[src/rtl/txbuf_pkg.sv]
package txbuf_pkg;
  typedef enum logic [1:0] {
    ST_IDLE  = 2'd0,
    ST_WRITE = 2'd1,
    ST_WAIT  = 2'd2,
    ST_READ  = 2'd3
  } txbuf_state_e;
endpackage

[src/rtl/txbuf_sync_in.sv]
module txbuf_sync_in #(
  parameter int INTERNAL_SYNC = 1
) (
  input  logic clk,
  input  logic rst_n,
  input  logic sync_in,
  output logic sync_evt
);
  logic lvl;
  logic lvl_q;

  generate
    if (INTERNAL_SYNC != 0) begin : g_cdc
      logic [1:0] shreg;
      always_ff @(posedge clk) begin
        if (!rst_n) shreg <= '0;
        else        shreg <= {shreg[0], sync_in};
      end
      assign lvl = shreg[1];
    end else begin : g_direct
      assign lvl = sync_in;
    end
  endgenerate

  always_ff @(posedge clk) begin
    if (!rst_n) lvl_q <= 1'b0;
    else        lvl_q <= lvl;
  end

  // One-cycle event on a rising level
  assign sync_evt = lvl & ~lvl_q;
endmodule

[src/rtl/txbuf_store.sv]
module txbuf_store #(
  parameter int DATA_W = 16,
  parameter int DEPTH  = 16,
  localparam int ADDR_W = $clog2(DEPTH)
) (
  input  logic              clk,
  input  logic              wr_en,
  input  logic [ADDR_W-1:0] wr_addr,
  input  logic [DATA_W-1:0] wr_data,
  input  logic [ADDR_W-1:0] rd_addr,
  output logic [DATA_W-1:0] rd_data
);
  logic [DATA_W-1:0] mem [DEPTH];

  always_ff @(posedge clk) begin
    if (wr_en) mem[wr_addr] <= wr_data;
  end

  assign rd_data = mem[rd_addr];
endmodule

[src/rtl/txbuf_ctrl.sv]
module txbuf_ctrl
  import txbuf_pkg::*;
#(
  parameter int DEPTH = 16,
  localparam int ADDR_W = $clog2(DEPTH),
  localparam int CNT_W  = $clog2(DEPTH + 1)
) (
  input  logic              clk,
  input  logic              rst_n,
  input  logic              sync_evt,
  input  logic              s_valid,
  input  logic              s_last,
  output logic              s_ready,
  input  logic              m_ready,
  output logic              m_valid,
  output logic              m_last,
  output logic              wr_en,
  output logic [ADDR_W-1:0] wr_addr,
  output logic [ADDR_W-1:0] rd_addr,
  output txbuf_state_e      state_o,
  output logic [CNT_W-1:0]  fill_o
);
  localparam logic [CNT_W-1:0] CAP = CNT_W'(DEPTH);
  localparam logic [CNT_W-1:0] ONE = CNT_W'(1);

  txbuf_state_e     state;
  logic [CNT_W-1:0] fill;
  logic [CNT_W-1:0] rd_ptr;
  logic             pend;
  logic             accept;
  logic             room;

  always_comb begin
    s_ready = (state == ST_IDLE) || (state == ST_WRITE);
    accept  = s_valid && s_ready;
    room    = fill < CAP;
    wr_en   = accept && room;
    wr_addr = fill[ADDR_W-1:0];
    rd_addr = rd_ptr[ADDR_W-1:0];
    m_valid = (state == ST_READ);
    m_last  = m_valid && (rd_ptr == fill - ONE);
  end

  always_ff @(posedge clk) begin
    if (!rst_n) begin
      state  <= ST_IDLE;
      fill   <= '0;
      rd_ptr <= '0;
      pend   <= 1'b0;
    end else begin
      case (state)
        ST_IDLE: begin
          pend <= 1'b0;
          if (accept) begin
            if (room) fill <= fill + ONE;
            state <= s_last ? ST_WAIT : ST_WRITE;
          end
        end
        ST_WRITE: begin
          if (sync_evt) pend <= 1'b1;
          if (accept) begin
            if (room) fill <= fill + ONE;
            if (s_last) state <= ST_WAIT;
          end
        end
        ST_WAIT: begin
          if (pend || sync_evt) begin
            state <= ST_READ;
            pend  <= 1'b0;
          end
        end
        ST_READ: begin
          if (m_ready) begin
            if (m_last) begin
              state  <= ST_IDLE;
              fill   <= '0;
              rd_ptr <= '0;
            end else begin
              rd_ptr <= rd_ptr + ONE;
            end
          end
        end
        default: state <= ST_IDLE;
      endcase
    end
  end

  assign state_o = state;
  assign fill_o  = fill;
endmodule

[src/rtl/txbuf_offload.sv]
module txbuf_offload
  import txbuf_pkg::*;
#(
  parameter int DATA_W        = 16,
  parameter int DEPTH         = 16,
  parameter int INTERNAL_SYNC = 1
) (
  input  logic              clk,
  input  logic              rst_n,
  input  logic              sync_in,
  input  logic              s_valid,
  output logic              s_ready,
  input  logic [DATA_W-1:0] s_data,
  input  logic              s_last,
  output logic              m_valid,
  input  logic              m_ready,
  output logic [DATA_W-1:0] m_data,
  output logic              m_last
);
  localparam int ADDR_W = $clog2(DEPTH);
  localparam int CNT_W  = $clog2(DEPTH + 1);

  logic              sync_evt;
  logic              wr_en;
  logic [ADDR_W-1:0] wr_addr;
  logic [ADDR_W-1:0] rd_addr;
  txbuf_state_e      state;
  logic [CNT_W-1:0]  fill;

  txbuf_sync_in #(.INTERNAL_SYNC(INTERNAL_SYNC)) u_sync (
    .clk(clk), .rst_n(rst_n), .sync_in(sync_in), .sync_evt(sync_evt)
  );

  txbuf_ctrl #(.DEPTH(DEPTH)) u_ctrl (
    .clk(clk), .rst_n(rst_n), .sync_evt(sync_evt),
    .s_valid(s_valid), .s_last(s_last), .s_ready(s_ready),
    .m_ready(m_ready), .m_valid(m_valid), .m_last(m_last),
    .wr_en(wr_en), .wr_addr(wr_addr), .rd_addr(rd_addr),
    .state_o(state), .fill_o(fill)
  );

  txbuf_store #(.DATA_W(DATA_W), .DEPTH(DEPTH)) u_store (
    .clk(clk), .wr_en(wr_en), .wr_addr(wr_addr), .wr_data(s_data),
    .rd_addr(rd_addr), .rd_data(m_data)
  );
endmodule

[config.mk]
export PLATFORM = sky130hd
export DESIGN_NAME = txbuf_offload
export DESIGN_NICKNAME = d
export VERILOG_FILES = /design/src/rtl/txbuf_pkg.sv /design/src/rtl/txbuf_sync_in.sv /design/src/rtl/txbuf_store.sv /design/src/rtl/txbuf_ctrl.sv /design/src/rtl/txbuf_offload.sv
export SDC_FILE = /design/constraint.sdc
export NUM_CORES = 1
export LEC_CHECK = 0
export ABC_AREA = 1
export BUFFER_PORTS_ARGS = -buffer_cell sky130_fd_sc_hd__buf_4
export CAP_MARGIN = 0
export CORE_ASPECT_RATIO = 1.75
export CORE_MARGIN = 2
export CORE_UTILIZATION = 61
export CTS_CLUSTER_DIAMETER = 120
export DETAILED_ROUTE_END_ITERATION = 10
export PLACE_DENSITY = 0.79
export SLEW_MARGIN = 20
export SYNTH_ARGS = -nofsm -noshare
export SYNTH_HDL_FRONTEND = slang
export SYNTH_SLANG_ARGS = --single-unit
[constraint.sdc]
create_clock -name clk -period 3.5 [get_ports clk]
set_input_delay 0.35 -clock clk [delete_from_list [all_inputs] [get_ports clk]]
set_output_delay 0.35 -clock clk [all_outputs]
set_load 0.005 [all_outputs]
==> qor.yml <==
placed_design:
  gp_congestion: 0.825
  place_hpwl_um: 15500
  place_inst: 1116
  place_area_um2: 12000
  place.port_buffers: 40
clock_network:
  post_cts_buffers: 0
  cts_sinks: 276
  htreeDepth: 1
  ctsHoldBuffers: 0
  ctsLongestPathBuffers: 3
  clk_latency_ns: 0.52
  cts.repair.resized: 0
  tritoncts: "yes"
  clk_pin_slew_ns: 0.06
  cts_made_buffers: 23
  clk_root_buffer_cell: "clkbuf_16"
timing:
  fin_crit_ns: 2.95
  rsz0062_at_grt: "no"
  hold_violations: 0
  slew_headroom_pct: 38.4
  setup_viol: 0
  whs_ns: 0.0313
  fin_crit_sh_pct: 84.4
  fin_skew_ns: 0.0166
  setup_tns_ns: 0
  worst_pin_slew_ns: 0.923
  slew_violations: 0
  fmax_mhz: 339
synthesis:
  syn_area_per_cell_um2: 13.2
  ys_ff_latch: 276
  syn-num-nets: 900
  yosysWarningCount: 0
  synth.distinct_cells: 32
  syn-cell-area_um2: 11400
  synthCells: 868
  yosysSeqAreaShare_pct: 70.8
pwr:
  leakagePower_nw: 4.32
  p_switching_mw: 1.97
  p_seq_share_pct: 51.2
  internal_power_mw: 5.79
  total_power_mw: 7.76
  clkPwrFrac_pct: 32.8
  vdd_drop_max_mv: 0.514
  p_sw_share_pct: 25.4
  cellPowerDensity_nw_per_um2: 609
  p_comb_share_pct: 15.9
global_routing:
  grt_usage_pct: 25.1
  grt_overflow: 0
  antenna_found_initial: 0
  grt_max_degree: 65
  first_global_vias: 6865
  grt_pass1_wl_um: 37300
floorplan:
  fp.dieW_um: 107
  rows: 66
  die-area_um2: 19900
  start_util_pct: 61.8
  io_pins: 41
  coreArea_um2: 18500
  die_h_um: 185
layout:
  final_common_cell: "edfxtp_1"
  diodes: 0
  area_delta_synth_final_pct: 11.5
  drive_gt1_share_pct: 13.3
  num-nets-final: 935
  final_cell_mix: "256 x edfxtp_1, 96 x inv_1, 84 x o21ai_0, 77 x a21oi_1, 66 x nand2_1"
  num-fill-cells: 1286
  fin_cells: 1156
  fin_area_um2: 12700
drt:
  drt_iter0_markers: 767
  drc: 0
  vias_per_cell: 6.01
  vias: 6946
  dr.pass1.iters: 6
  wl_per_cell_um: 21.2
  antenna_violating_nets_post_route: 0
  wirelength_um: 24500
worst_hold_path:
  hold_path_class: "primary input to flop"
  min-delay-start: "sync_in"
  min_to: "u_sync.g_cdc.shreg[0]"
  hold_depth: 3
critical_path:
  required_ns: 3.15
  critPathLaunchType: "flop"
  r2r_start: "u_ctrl.state_o[0]"
  regToRegEndpoint: "u_store.mem[0][6]"
  worstPathMaxFanout: 64
  worstSetupPathType: "flop to output pin"
  reg2reg_depth: 7
  rrSetupSlack_ns: 0.99
  crit_path_end_kind: "output pin"
  cp_data_arrival_time_ns: 2.60
job:
  maxCapViolCount: 0
outcome:
  status: "complete, no violations"
-- state kept, by name, indices dropped and copies added (netlist names), named ones only --
register / flops
u_ctrl.fill_o: 5
u_ctrl.pend: 1
u_ctrl.rd_ptr: 5
u_ctrl.state_o: 2
u_store.mem: 256
u_sync.g_cdc.shreg: 2
u_sync.lvl_q: 1
-- cells in the mapped netlist, drive strengths merged --
master | number | area share, %
edfxtp | 256 | 67
inv | 101 | 3.3
o21ai | 89 | 3.9
a21oi | 77 | 3.4
nand2 | 70 | 2.4
o211ai | 65 | 4.3
mux2i | 64 | 5.6
nor2 | 29 | 1.0
nand3 | 28 | 1.3
buf | 23 | 1.3
clkbuf | 23 | 0.76
dfxtp | 20 | 3.5
ha | 10 | 1.1
nor3 | 4 | 0.18
nand4 | 3 | 0.16
a221oi | 1 | 0.077
nor3b | 1 | 0.16
o21a | 1 | 0.066
o22ai | 1 | 0.055
o31ai | 1 | 0.066
or2 | 1 | 0.055
-- how the worst max path moves through the flow --
stage          slack (ns)  cells past startpoint                   to              start
6_report             0.55                      5            m_data[6]               flop
5_1_grt              0.41                      5            m_data[6]               flop
4_1_cts              0.59                      5            m_data[1]               flop
3_5_place_dp         0.99                      7    u_store.mem[0][9]  u_ctrl.state_o[0]
3_3_place_gp         1.10                      6  u_store.mem[14][10]  u_ctrl.state_o[0]
2_1_floorplan        0.90                      6    u_store.mem[3][0]  u_ctrl.state_o[0]
-- power groups by stage --
stage / combinational, mW / sequential (mW) / clock (mW)
5_1_grt: 1.36 / 4.00 / 2.69
3_3_place_gp: 1.19 / 4.03 / 0
3_5_place_dp: 1.23 / 4.04 / 0
4_1_cts: 1.24 / 3.98 / 2.58
6_report: 1.24 / 3.98 / 2.55
2_1_floorplan: 0.796 / 4.00 / 0
-- kinds of logic after synthesis --
kind of cell | after synthesis | share of synthesized area [%]
AO/OA/AOI/OAI | 235 | 11.8
adder cells (fa/ha/maj) | 10 | 1.09
buffers and inverters | 147 | 5.36
flip-flops | 276 | 70.8
multiplexers | 64 | 5.61
AND/OR/NAND/NOR | 136 | 5.36
-- metal layers --
| metal | GRT usage [%] | part of all wire [%] | vias to the layer above |
|---|---|---|---|
| li1 | - | - | 3227 |
| met1 | 31.2 | 37 | 3386 |
| met2 | 44.9 | 54 | 275 |
| met3 | 2.96 | 5.6 | 58 |
| met4 | 9.79 | 3.3 | 0 |
| met5 | 0 | 0 | - |
-- worst max-delay path, stage by stage (launching register included) --
cell and delay, ns:
dfxtp_2 0.36, clkinv_2 0.71, o211ai_1 0.61, o211ai_1 0.20, nand2_1 0.10, buf_4 0.10
-- area by class of cell --
class | instances | area, um^2 | area share [%]
sequential | 276 | 8090 | 63.5
multi-input combinational | 445 | 2780 | 21.8
clock buffer | 30 | 622 | 4.88
timing repair buffer | 56 | 445 | 3.50
inverter | 101 | 383 | 3.00
tap | 238 | 298 | 2.34
clock inverter | 10 | 126 | 0.992
-- metrics by stage --
step	setup WS, ns	util (%)
3_3_place_gp	1.10	64.8
6_report	0.546	68.9
3_5_place_dp	0.987	64.8
2_1_floorplan	0.896	-
4_1_cts	0.592	68.9
5_1_grt	0.407	68.9
Power figures use the tool's default switching activity.
